## src/rtl/stereo_pwm_pkg.sv

```systemverilog
package stereo_pwm_pkg;

  typedef enum logic [1:0] {
    FORM_EDGE     = 2'd0,
    FORM_CENTER   = 2'd1,
    FORM_ALT_OPP  = 2'd2,
    FORM_ALT_SAME = 2'd3
  } form_e;

  localparam logic [1:0] RATE_SLOW_WIDE   = 2'd0;
  localparam logic [1:0] RATE_SLOW_NARROW = 2'd1;
  localparam logic [1:0] RATE_FAST_NARROW = 2'd2;

endpackage

```

## src/rtl/spwm_timebase.sv

```systemverilog
module spwm_timebase #(
  parameter int W = 6
) (
  input  logic         clk,
  input  logic         rst,
  input  logic         slow,
  input  logic         narrow,
  output logic [W-1:0] cnt,
  output logic         phase,
  output logic         wrap
);

  logic half_q;
  logic step;
  logic [W-1:0] last;

  assign last = narrow ? {1'b0, {(W-1){1'b1}}} : {W{1'b1}};
  assign step = !slow || half_q;
  assign wrap = step && (cnt == last);

  always_ff @(posedge clk) begin
    if (rst) begin
      cnt    <= '0;
      half_q <= 1'b0;
      phase  <= 1'b1;
    end else begin
      half_q <= !half_q;
      if (step) cnt <= wrap ? '0 : cnt + 1'b1;
      if (wrap) phase <= !phase;
    end
  end

  // a narrow period never reaches the upper half of the counter range
  assert_cnt_range_R2: assert property (@(posedge clk) disable iff (rst)
    narrow |-> (cnt[W-1] == 1'b0));

  // at the slow rates the count is held for two clocks
  assert_slow_hold_R2: assert property (@(posedge clk) disable iff (rst)
    (slow && !half_q) |=> (cnt == $past(cnt)));

endmodule

```

## src/rtl/spwm_shaper.sv

```systemverilog
module spwm_shaper
  import stereo_pwm_pkg::*;
#(
  parameter int W       = 6,
  parameter bit IS_LEFT = 1'b1
) (
  input  logic [W-1:0] cnt,
  input  logic [W-1:0] code,
  input  logic         narrow,
  input  form_e        form,
  input  logic         phase,
  output logic         pulse
);

  localparam int PW = W + 1;

  logic [PW-1:0] span, mid, d, c, lo, hi;
  logic lead, trail, centre;

  always_comb begin
    span   = narrow ? (PW'(1) << (W - 1)) : (PW'(1) << W);
    mid    = span >> 1;
    d      = narrow ? {2'b00, code[W-2:0]} : {1'b0, code};
    c      = {1'b0, cnt};
    lo     = mid - (d >> 1);
    hi     = mid + (d - (d >> 1));
    lead   = c < d;
    trail  = c >= (span - d);
    centre = (c >= lo) && (c < hi);
    case (form)
      FORM_EDGE:    pulse = lead;
      FORM_CENTER:  pulse = centre;
      FORM_ALT_OPP: pulse = IS_LEFT ? (phase ? trail : lead) : (phase ? lead : trail);
      default:      pulse = phase ? trail : lead;
    endcase
  end

endmodule

```

## src/rtl/spwm_outstage.sv

```systemverilog
module spwm_outstage #(
  parameter int W     = 6,
  parameter int PAIRS = 2
) (
  input  logic             clk,
  input  logic             rst,
  input  logic             pulse_l,
  input  logic             pulse_r,
  input  logic [W-1:0]     cnt,
  input  logic             narrow,
  input  logic             duty,
  input  logic             zero,
  input  logic             swap,
  input  logic             mirror,
  output logic [PAIRS-1:0] out_l_p,
  output logic [PAIRS-1:0] out_l_n,
  output logic [PAIRS-1:0] out_r_p,
  output logic [PAIRS-1:0] out_r_n
);

  logic [W-1:0] half_cnt;
  logic sq, a_l, a_r;

  assign half_cnt = narrow ? (W'(1) << (W - 2)) : (W'(1) << (W - 1));
  assign sq  = cnt < half_cnt;
  assign a_l = duty ? sq : (swap ? pulse_r : pulse_l);
  assign a_r = duty ? sq : (swap ? pulse_l : pulse_r);

  for (genvar g = 0; g < PAIRS; g++) begin : g_pair
    localparam bit MIRROR_OK = (g == 0);
    always_ff @(posedge clk) begin
      if (rst || zero) begin
        out_l_p[g] <= 1'b0;
        out_l_n[g] <= 1'b0;
        out_r_p[g] <= 1'b0;
        out_r_n[g] <= 1'b0;
      end else begin
        out_l_p[g] <= a_l;
        out_r_p[g] <= a_r;
        out_l_n[g] <= (MIRROR_OK && mirror) ? a_l : !a_l;
        out_r_n[g] <= (MIRROR_OK && mirror) ? a_r : !a_r;
      end
    end
  end

  // zero mute silences every pin on the following clock
  assert_zero_quiet_R8: assert property (@(posedge clk) disable iff (rst)
    zero |=> ((out_l_p | out_l_n | out_r_p | out_r_n) == '0));

  // under duty mute both channels switch together
  assert_duty_match_R7: assert property (@(posedge clk) disable iff (rst)
    (duty && !zero) |=> (out_l_p == out_r_p));

  // every pair repeats pair 0 on its positive pin
  assert_pair_copy_R9: assert property (@(posedge clk) disable iff (rst)
    !zero |=> ((out_l_p == {PAIRS{out_l_p[0]}}) && (out_r_p == {PAIRS{out_r_p[0]}})));

endmodule

```

## src/rtl/stereo_pwm_mod.sv

```systemverilog
module stereo_pwm_mod
  import stereo_pwm_pkg::*;
#(
  parameter int W     = 6,
  parameter int PAIRS = 2
) (
  input  logic             clk,
  input  logic             rst,
  input  logic [W-1:0]     code_l,
  input  logic [W-1:0]     code_r,
  input  logic [1:0]       form_sel,
  input  logic [1:0]       rate_sel,
  input  logic             duty_mute_n,
  input  logic             duty_mute_reg,
  input  logic             zero_mute_n,
  input  logic             zero_mute_reg,
  input  logic             swap_lr,
  input  logic             mirror_neg,
  output logic [PAIRS-1:0] out_l_p,
  output logic [PAIRS-1:0] out_l_n,
  output logic [PAIRS-1:0] out_r_p,
  output logic [PAIRS-1:0] out_r_n
);

  localparam int CH = 2;

  logic [CH-1:0][W-1:0] code_q;
  form_e  form_q;
  logic   slow_q, narrow_q, duty_q, zero_q, swap_q, mirror_q;
  logic [W-1:0] cnt;
  logic   phase, wrap;
  logic [CH-1:0] pulse;

  spwm_timebase #(.W(W)) u_tb (
    .clk(clk), .rst(rst), .slow(slow_q), .narrow(narrow_q),
    .cnt(cnt), .phase(phase), .wrap(wrap)
  );

  always_ff @(posedge clk) begin
    if (rst) begin
      code_q   <= '0;
      form_q   <= FORM_EDGE;
      slow_q   <= 1'b0;
      narrow_q <= 1'b1;
      duty_q   <= 1'b0;
      zero_q   <= 1'b1;
      swap_q   <= 1'b0;
      mirror_q <= 1'b0;
    end else if (wrap) begin
      code_q   <= {code_r, code_l};
      form_q   <= form_e'(form_sel);
      slow_q   <= !rate_sel[1];
      narrow_q <= (rate_sel != RATE_SLOW_WIDE);
      duty_q   <= !duty_mute_n || duty_mute_reg;
      zero_q   <= !zero_mute_n || zero_mute_reg;
      swap_q   <= swap_lr;
      mirror_q <= mirror_neg;
    end
  end

  for (genvar ch = 0; ch < CH; ch++) begin : g_chan
    spwm_shaper #(.W(W), .IS_LEFT(ch == 0)) u_shp (
      .cnt(cnt), .code(code_q[ch]), .narrow(narrow_q),
      .form(form_q), .phase(phase), .pulse(pulse[ch])
    );
  end

  spwm_outstage #(.W(W), .PAIRS(PAIRS)) u_out (
    .clk(clk), .rst(rst), .pulse_l(pulse[0]), .pulse_r(pulse[1]),
    .cnt(cnt), .narrow(narrow_q), .duty(duty_q), .zero(zero_q),
    .swap(swap_q), .mirror(mirror_q),
    .out_l_p(out_l_p), .out_l_n(out_l_n), .out_r_p(out_r_p), .out_r_n(out_r_n)
  );

  // the sampled configuration holds between period boundaries
  assert_cfg_hold_R12: assert property (@(posedge clk) disable iff (rst)
    !wrap |=> ($stable(code_q) && $stable(form_q) && $stable(zero_q) && $stable(duty_q)));

  // a new period always starts from count zero
  assert_wrap_zero_R12: assert property (@(posedge clk) disable iff (rst)
    wrap |=> (cnt == '0));

endmodule

```

## config.mk

```make
export PLATFORM = sky130hd
export DESIGN_NAME = stereo_pwm_mod
export DESIGN_NICKNAME = d
export VERILOG_FILES = /design/src/rtl/stereo_pwm_pkg.sv /design/src/rtl/spwm_timebase.sv /design/src/rtl/spwm_shaper.sv /design/src/rtl/spwm_outstage.sv /design/src/rtl/stereo_pwm_mod.sv
export SDC_FILE = /design/constraint.sdc
export NUM_CORES = 1
export LEC_CHECK = 0
export ABC_AREA = 1
export BUFFER_PORTS_ARGS = -buffer_cell sky130_fd_sc_hd__buf_2
export CORE_MARGIN = 8
export CORE_UTILIZATION = 45
export CTS_CLUSTER_SIZE = 24
export DETAILED_ROUTE_END_ITERATION = 16
export HOLD_SLACK_MARGIN = 0.06
export PLACE_DENSITY = 0.71
export SETUP_SLACK_MARGIN = 0.02
export SYNTH_ARGS = -nofsm -noshare
export SYNTH_HDL_FRONTEND = slang
export SYNTH_HIERARCHICAL = 1
export SYNTH_SLANG_ARGS = --single-unit
```

## constraint.sdc

```tcl
create_clock -name clk -period 5.45 [get_ports clk]
set_input_delay 1.635 -clock clk [delete_from_list [all_inputs] [get_ports clk]]
set_output_delay 1.635 -clock clk [all_outputs]
set_load 0.02 [all_outputs]
```

* Yosys cells after proc, flatten, opt, wreduce, memory -nomap -nowiden
Cells that the tools add are included.
Operators by class: $add $sub $neg 9, multiply operators 0, divide/modulo/power cells 0, magnitude comparators 9, eq/ne operators 3, shifts and indexed selects 0, muxes and demuxes 17, bitwise operators 0, reduce and logical (&&, ||, !) cells 17
Operator list (count):
- $mux 6 | 5
- $ge 6x7->1 | 4
- $lt 6x7->1 | 4
- $add 6x7->7 | 2
- $sub 6x6->7 | 2
- $sub 7x6->7 | 2
- $sub 7x7->7 | 2
- $mux 1 | 9
- $logic_not 1->1 | 8
- $mux 7 | 1
- $add 6x1->6 const B | 1
- $eq 6x6->1 | 1
- $lt 6x6->1 | 1
- $logic_or 1x1->1 | 4
- $logic_and 1x1->1 | 3
- $pmux 1 s3 | 1
- $eq 2x1->1 const B | 1
- $eq 2x2->1 const B | 1
- $logic_not 2->1 | 1
- $pmux 1 s2 | 1
- $reduce_bool 2->1 | 1
Word-level totals: register bits after elaboration 34, bits in latches 0, memory bits (writable) 0, bits in read-only memories 0, input bits 24, output and inout port bits 8, memories kept 0

* Depth between registers and ports, before layout
Gate-level depths: netlist of the first run.
depth in word-level cells 10, mapped depth 28, depth with buffers taken out 28

* By module
Netlist of the first run, hierarchy kept.
By module, submodules not included:
- spwm_shaper at g_chan[1].u_shp | times used 1, cells each 150, area an instance 1054.8 µm²
- spwm_shaper at g_chan[0].u_shp | times used 1, cells each 154, area an instance 1049.8 µm²
- stereo_pwm_mod | times used 1, cells each 92, area an instance 719.4 µm²
- spwm_timebase | times used 1, cells each 60, area an instance 427.9 µm²
- spwm_outstage | times used 1, cells each 39, area an instance 310.3 µm²

* Worst setup path after synthesis of the first run
Ideal clock, no wire load.
kind reg2reg, start register narrow_q, end register u_out.out_l_n[0], library setup time 58 ps, arrival 2933 ps, required time 5392 ps, setup slack 2459 ps, stages on the path, launching flop included 24, buffers on the path 0, clock period less this slack 2991 ps, cell sequence dfxtp_1 inv_1 nand2_1 ha_1 xor2_1 ha_1 nand2_1 nor2_1 a211oi_1 xor2_1 ha_1 nand2_1 nand2_1 nand2_1 nand2_1 nand2_1 nand2_1 nand2_1 inv_1 nand2_1 nand3_2 nand2_2 nand3_2 nand2_1
On the way: cells in the longest elaborated chain, start to end 10, elaborated cells on any way between the ends 32, those cells by class add/sub (8); order compare (9); mux (12); reduce/logical (3)
Ends and longest elaborated chain:
- start, declared | line stereo_pwm_mod.sv:29 | logic slow_q, narrow_q, duty_q, zero_q, swap_q, mirror_q;
- start signal, assigned | line stereo_pwm_mod.sv:53 | narrow_q <= (rate_sel != RATE_SLOW_WIDE);
- $mux 6 | line spwm_shaper.sv:23 | d = narrow ? {2'b00, code[W-2:0]} : {1'b0, code};
- $sub 7x6->7 | line spwm_shaper.sv:26 | hi = mid + (d - (d >> 1));
- $add 6x7->7 | line spwm_shaper.sv:26
- $lt 6x7->1 | line spwm_shaper.sv:29 | centre = (c >= lo) && (c < hi);
- $logic_and 1x1->1 | line spwm_shaper.sv:29
- $pmux 1 s3 * | line spwm_shaper.sv:30 | case (form)
- net pulse[1] | line stereo_pwm_mod.sv:32 | logic [CH-1:0] pulse;
- $mux 1 * (2 in a row) | line spwm_outstage.sv:26 | assign a_l = duty ? sq : (swap ? pulse_r : pulse_l);
- $logic_not 1->1 | line spwm_outstage.sv:40 | out_l_n[g] <= (MIRROR_OK && mirror) ? a_l : !a_l;
- $mux 1 * | line spwm_outstage.sv:40
- end signal, assigned by index | line spwm_outstage.sv:40
- end, declared | line spwm_outstage.sv:16 | output logic [PAIRS-1:0] out_l_n,
The timed path passes the listed nets; every way through them passes the cells marked *. A chain may end at the register's enable or synchronous reset.

* Final worst setup path of the first run
Same ends and word-level chain as after synthesis.

==> summary.txt, run 1 <==
Status
  – Status: completed

Worst hold path
  – Min-Delay Path Depth: 2
  – WHS Endpoint: u_out/out_l_n[0]
  – Min-delay src: mirror_q
  – Hold WC Path Type: reg -> reg

Global routing
  – Met3 usage: under 10%
  – GRT busiest layer: met2
  – M1 GR Usage: ~18%
  – Total track usage: ~15%
  – Largest net degree at the start of global routing: 22
  – First-pass GRT wire length: approximately 14,000 um
  – Initial antenna violation count: 0
  – Vias in the first global route: around 3,200
  – Gr ovfl total: 0
  – Met2 global-route usage: between 20% and 30%

CTS
  – Setup Buffers After CTS: 0
  – CTS tree: done
  – Cts hold-fix bufs: 0
  – Clock Sinks: 34
  – Clock buffer depth: 2
  – Clock latency on the worst-skew pair: 0.30 ns
  – Post-CTS Resized: 0
  – Cts bufs inserted: 5
  – Root Buffer: clkbuf_8
  – H-tree depth: 2
  – Worst-path clk slew: around 0.08 ns

Routing
  – Vias per inst: between 4 and 5
  – DR iter-0 viols: between 100 and 150
  – Antenna violation net count after detailed routing: 0
  – Final wirelength: ~8200 um
  – Post-route DRC violation count: 0
  – WL/cell: between 10 and 15 um
  – Total iterations of the first detailed-routing run: 4
  – Via count: roughly 3,100

Floorplanning
  – Die Wd: 105 um
  – Initial Util: between 40% and 50%
  – Die Ht: approximately 100 um
  – Io pins: 32
  – CORE AREA: about 7700 sq um
  – Die area: 11,000 sq um
  – # rows: 32

Layout
  – Core Util, Final: between 50% and 60%
  – Antenna diodes: 0
  – Nets: approximately 630
  – Non-filler cells, final: between 600 and 700
  – Fillcell total: 778
  – Layout cell share with drive strength beyond 1: 12.5%
  – Area added between synthesis and finish: 9.55%

Logic synthesis
  – Post-Syn Area per Cell: about 7 sq um
  – Most frequent cell after synthesis: nand2_1
  – Post-synth top flop: dfxtp_1
  – Leading area contributor after synthesis: ha_1
  – Mapped Nets: 595
  – Top cells by count, synth: nand2_1 (102), inv_1 (75), ha_1 (74)
  – Post-synth EDFFs: 0
  – Mapped Area: 3560 sq um
  – Top cells by area, synth: ha_1 (26%), dfxtp_1 (19%), nand2_1 (11%)
  – Cell variety after synth: 32
  – Top-area cell type share of the netlist area: between 20% and 30%
  – Post-synth ARST share: 0%
  – FF+latch count, synth: 34
  – Sequential share of the synthesized area: approximately a fifth
  – Synth warn: 6
  – Synthesized netlist cell count: 495

Placed design
  – DPL Wire Length: roughly 6400 um
  – I/O Buffers: 31
  – Placed cells: roughly 620
  – Post-Place Setup Slack: approximately 2.1 ns
  – Gp weighted congestion: 0.892

Setup path
  – R2R cell count: 23
  – Required @ worst endpoint: between 5 and 6 ns
  – FF-to-FF Start: narrow_q
  – Worst flop-to-flop path endpoint: u_out/out_l_n[0]
  – Arrival @ worst endpoint: 3.65 ns
  – Crit. End Element: flop
  – Critical Setup Path Class: reg -> reg
  – Critical-path maximum fanout: 12
  – Critical Path Start Type: flop
  – FF-to-FF setup slack: 2.05 ns

STA
  – Fin crit share: about 62%
  – Max-slew violations: 0
  – Endpoints failing setup: 0
  – Worst-Margin Slew: about 0.71 ns
  – Hold WS: between 0.5 and 0.6 ns
  – RSZ-0062 raised after global routing: false
  – Highest Clock Rate: approximately 0.3 GHz
  – Final hold vios: 0
  – PnR worst setup slack: about 2.0 ns
  – Setup Total Neg Slack: 0 ns
  – Max-slew headroom: between 50% and 60%
  – Clock skew: around 0.011 ns
  – Min Tclk post-route: around 3.4 ns

Power and ir drop
  – PwrDens: around 150 nW/um^2
  – Pleak: 2.06 nW
  – Peak supply drop: between 0.0001 and 0.00015 V
  – Combinational share of power: 13.5%
  – Clock group share of total power: 42.2%
  – Net load switching power: about 0.16 mW
  – Internal: 0.422 mW
  – Sequential power share: approximately 44%
  – Sw frac: around 28%

Flow run
  – Max Cap Viol: 0
-- logic make-up (layout without fill, tap and decap cells) --
family	count (synthesis)	after routing	share of synthesized area, %
AOI/OAI and AO/OA	63	63	9.80
xor gates and xnor gates	22	22	5.41
adders and majority gates	76	76	27.1
buffers and inverters	87	119	10.0
DFF	34	34	19.1
muxes	1	1	0.281
and+or+nand+nor	212	212	28.3
-- placed cells by master (no fill, tap or decap), drive strengths merged, types with 2 or more instances in the layout --
| master | n |
|---|---|
| nand2 | 109 |
| inv | 80 |
| ha | 74 |
| nor2 | 58 |
| dfxtp | 34 |
| buf | 31 |
| nand3 | 28 |
| o21ai | 28 |
| a21oi | 23 |
| xor2 | 19 |
| nand4 | 14 |
| clkbuf | 5 |
| o21bai | 5 |
| a21o | 4 |
| xnor2 | 3 |
| clkinvlp | 2 |
| or2 | 2 |
| fa | 2 |
-- cell type report --
class | instances | area [sq um] | share of cell area (%)
clock inverters | 3 | 45.0 | 1.15
multi-input cells | 374 | 2520 | 64.7
inverters | 80 | 300 | 7.69
clock buffers | 5 | 68.8 | 1.76
repair buffers | 31 | 155 | 3.98
well taps | 102 | 128 | 3.27
flip-flops and latches | 34 | 681 | 17.4
-- power groups by stage --
stage	Sequential (mW)	Clock [mW]	Combinational (mW)
6_report	0.259	0.246	0.0785
5_1_grt	0.259	0.259	0.0903
4_1_cts	0.259	0.249	0.0778
3_5_place_dp	0.265	0	0.0773
3_3_place_gp	0.265	0	0.0736
2_1_floorplan	0.262	0	0.0566
-- critical path, stage by stage (launching register included) --
cell and delay [ns]:
dfxtp_1 0.68, inv_1 0.18, nand2_1 0.12, ha_1 0.24, xor2_1 0.15, ha_1 0.37, nand2_1 0.08, nor2_1 0.04
a211oi_1 0.27, xor2_1 0.20, ha_1 0.25, nand2_1 0.07, nand2_1 0.04, nand2_1 0.05, nand2_1 0.04, nand2_1 0.06
nand2_1 0.04, nand2_1 0.05, inv_1 0.04, nand2_1 0.07, nand3_2 0.10, nand2_2 0.10, nand3_2 0.06, nand2_1 0.06
-- state kept, by name, summed over array words and instances, names as in the netlist --
signal,count
u_out/out_l_p,1
mirror_q,1
duty_q,1
u_out/out_r_n,2
u_out/out_l_n,2
form_q,2
slow_q,1
u_tb/phase,1
u_tb/cnt,6
code_q,12
zero_q,1
u_out/out_r_p,1
narrow_q,1
u_tb/half_q,1
swap_q,1
-- per-stage QoR --
step	instance area [sq um]	power, mW
after floorplan	3560	0.318
after global placement	3790	0.338
after detailed placement	3790	0.342
after CTS	3900	0.585
after global routing	3900	0.609
final	3900	0.583
-- worst max path at each step --
stage,from,cells past startpoint,to
after floorplan,narrow_q,23,u_out/out_l_n[0]
after global placement,narrow_q,23,u_out/out_l_n[0]
after detailed placement,narrow_q,22,u_out/out_l_n[0]
after CTS,narrow_q,23,u_out/out_l_n[0]
after global routing,narrow_q,23,u_out/out_r_n[0]
final,narrow_q,23,u_out/out_l_n[0]
-- routing by layer --
metal | vias up | wire length (um)
met5 | - | 0
met4 | 0 | 43
met3 | 4 | 359
met2 | 57 | 3980
met1 | 1423 | 3860
li1 | 1659 | -
Power figures use the tool's default switching activity.
==> inputs of run 2 (changes only) <==
--- a/config.mk
+++ b/config.mk
@@ -5,14 +5,14 @@
 export SDC_FILE = /design/constraint.sdc
 export NUM_CORES = 1
 export LEC_CHECK = 0
-export ABC_AREA = 1
+export ABC_AREA = 0
 export BUFFER_PORTS_ARGS = -buffer_cell sky130_fd_sc_hd__buf_2
 export CORE_MARGIN = 8
 export CORE_UTILIZATION = 45
 export CTS_CLUSTER_SIZE = 24
 export DETAILED_ROUTE_END_ITERATION = 16
 export HOLD_SLACK_MARGIN = 0.06
-export PLACE_DENSITY = 0.71
+export PLACE_DENSITY = 0.74
 export SETUP_SLACK_MARGIN = 0.02
 export SYNTH_ARGS = -nofsm -noshare
 export SYNTH_HDL_FRONTEND = slang
==> constraint.sdc (replaced) <==
create_clock -name clk -period 2.9 [get_ports clk]
set_input_delay 0.87 -clock clk [delete_from_list [all_inputs] [get_ports clk]]
set_output_delay 0.87 -clock clk [all_outputs]
set_load 0.02 [all_outputs]
==> summary.txt, run 2 <==
STA
  – Highest Clock Rate: 0.314 GHz
  – Endpoints failing setup: 6
  – Clock skew: just over 0.009 ns
  – RSZ-0062 raised after global routing: true
  – Worst-Margin Slew: between 0.6 and 0.7 ns
  – Fin crit share: 110%
  – Max-slew headroom: 55.1%
  – Setup Total Neg Slack: -1.29 ns
  – Hold WS: just over 0.4 ns
  – PnR worst setup slack: -0.285 ns
  – Max-slew violations: 0
  – Final hold vios: 0
  – Min Tclk post-route: around 3.2 ns

CTS
  – Root Buffer: clkbuf_8
  – Clock buffer depth: 2
  – Cts bufs inserted: 5
  – Worst-path clk slew: roughly 0.07 ns
  – H-tree depth: 2
  – CTS tree: done
  – Clock Sinks: 34
  – Clock latency on the worst-skew pair: 0.30 ns

Global routing
  – Met2 global-route usage: 29.3%
  – Met3 usage: between 1.5 and 2%
  – Vias in the first global route: 3,015
  – Largest net degree at the start of global routing: 37
  – Total track usage: about 16%
  – Initial antenna violation count: 0
  – First-pass GRT wire length: about 14,000 um
  – Gr ovfl total: 0
  – GRT busiest layer: met2
  – M1 GR Usage: a little under a fifth

Floorplanning
  – # rows: 32
  – Die Wd: between 100 and 150 um
  – Die area: roughly 11,000 sq um
  – Die Ht: roughly 100 um
  – CORE AREA: 7570 sq um
  – Initial Util: a little under half
  – Io pins: 32

Setup path
  – Critical Setup Path Class: reg -> reg
  – FF-to-FF setup slack: -0.28 ns
  – Arrival @ worst endpoint: 3.41 ns
  – CP max stage delay: about 0.38 ns
  – Critical Path, Cell by Cell: inv_2 > ha_4 > inv_4 > ha_4 > inv_2 > fa_2 > o21bai_1 > a21oi_2 > xor2_1 > ha_1 > o2111ai_1 > o21ai_1 > nand3_1 > a311o_1 > mux2i_1 > nor2_2 > nor2_2 > mux2i_1
  – R2R cell count: 18
  – Kind of cell adding the most delay to the critical path: adder cells
  – Worst path depth: 18
  – Critical-path maximum fanout: 2
  – FF-to-FF Start: code_q[8]
  – Crit. End Element: flop
  – CP max-delay cell: fa_2
  – Critical Path End: u_out/out_r_n[0]
  – Setup crit start: code_q[8]
  – Number of buffers and inverters on the critical path: 3
  – Required @ worst endpoint: 3.12 ns
  – Worst flop-to-flop path endpoint: u_out/out_r_n[0]
  – Critical Path Start Type: flop

Layout
  – Largest Register: code_q
  – Area added between synthesis and finish: 23.5%
  – Layout cell share with drive strength beyond 1: between 30% and 40%
  – Most frequent cells in the layout: ha_1 (66), buf_4 (51), nor2_1 (40)
  – Non-filler cells, final: 571
  – Nets: ~570
  – Antenna diodes: 0
  – Commonest non-fill, non-tap cell in the layout: ha_1
  – Max reg flops: 12
  – Fillcell total: between 600 and 700
  – Biggest regs: code_q x12, u_tb/cnt x6

Logic synthesis
  – Post-synth ARST share: 0%
  – FF+latch count, synth: 34
  – Top cells by area, synth: ha_1 (27%), dfxtp_1 (20%), mux2i_1 (6.1%)
  – Mapped Area: approximately 3400 sq um
  – Top-area cell type share of the netlist area: 27.0%
  – Post-synth top flop: dfxtp_1
  – Post-synth EDFFs: 0
  – Mapped Nets: 489
  – Cell variety after synth: 57
  – Sequential share of the synthesized area: about a fifth
  – Most frequent cell after synthesis: ha_1
  – Synthesized netlist cell count: slightly below 400
  – Post-Syn Area per Cell: 8.82 sq um
  – Leading area contributor after synthesis: ha_1
  – Synth warn: 6
  – Top cells by count, synth: ha_1 (74), nor2_1 (42), inv_1 (35)

Power and ir drop
  – Pleak: approximately 1.8 nW
  – Net load switching power: 0.270 mW
  – Sequential power share: a little under half
  – Peak supply drop: between 0.00015 and 0.0002 V
  – PwrDens: roughly 240 nW/um^2
  – Clock group share of total power: about two fifths
  – Combinational share of power: between 10% and 20%
  – Internal: approximately 0.73 mW
  – Sw frac: a little over a quarter

Routing
  – Post-route DRC violation count: 0
  – Vias per inst: about 5.2
  – WL/cell: 14.3 um
  – Total iterations of the first detailed-routing run: 4
  – Antenna violation net count after detailed routing: 0
  – Final wirelength: 8140 um
  – DR iter-0 viols: 93
  – Via count: roughly 3,000

Placed design
  – Gp weighted congestion: about 0.9
  – DPL Wire Length: approximately 6400 um
  – Placed cells: 558
  – I/O Buffers: 31

Flow run
  – Max Cap Viol: 0

Status
  – Status: complete, but fails checks
  – Failing checks: setup timing

Worst hold path
  – Hold WC Path Type: reg -> reg
[run 2: area by class of cell]
cell class              instances  area (sq um)  share of cell area (%)
multi-input cells             308          2630                    62.1
flip-flops and latches         34           688                    16.3
repair buffers                 83           549                    13.0
inverters                      36           143                    3.37
well taps                     102           128                    3.01
clock buffers                   6          82.6                    1.95
clock inverters                 2          12.5                   0.296
[run 2: worst min path at each step]
stage | startpoint | cells after the start | slack (ns) | endpoint
global route | u_tb/half_q | 1 | 0.45 | u_tb/half_q
CTS | u_tb/half_q | 1 | 0.41 | u_tb/half_q
floorplan | u_tb/half_q | 1 | 0.38 | u_tb/half_q
global placement | u_tb/half_q | 1 | 0.39 | u_tb/half_q
finish | u_tb/half_q | 1 | 0.41 | u_tb/half_q
detailed placement | u_tb/half_q | 1 | 0.40 | u_tb/half_q
[run 2: per-stage QoR]
stage	setup slack, ns	area (sq um)	util [%]	power (mW)
2_1_floorplan	-0.168	3450	-	0.573
3_3_place_gp	-0.247	3980	52.5	0.611
5_1_grt	-0.401	4230	56.0	1.04
4_1_cts	-0.353	4200	55.4	1.00
6_report	-0.285	4230	56.0	0.996
3_5_place_dp	-0.351	3980	52.5	0.616
[run 2: routing by layer]
| layer | up-vias | wire [um] |
|---|---|---|
| met5 | - | 0 |
| met4 | 0 | 129 |
| met1 | 1398 | 3630 |
| met3 | 10 | 175 |
| li1 | 1521 | - |
| met2 | 35 | 4210 |
[run 2: cells by family after synthesis]
family	count (synthesis)	share of synthesized area, %
fa+ha+maj	76	28.2
simple gates	112	17.4
flops	34	19.8
buf+inv	47	7.22
compound gates	71	14.1
mux	21	6.13
xor+xnor	28	7.15
[run 2: what timing repair did]
action	4_1_cts	5_1_grt
buffers inserted	5	0
pin swaps	19	18
hold buffers	0	0
resized for setup	19	9
setup endpoints to repair	6	6
[run 2: power groups by stage]
stage	clock (mW)	sequential, mW	combinational (mW)
6_report	0.384	0.478	0.134
4_1_cts	0.393	0.478	0.131
3_3_place_gp	0	0.489	0.122
2_1_floorplan	0	0.492	0.0809
5_1_grt	0.407	0.479	0.151
3_5_place_dp	0	0.489	0.127
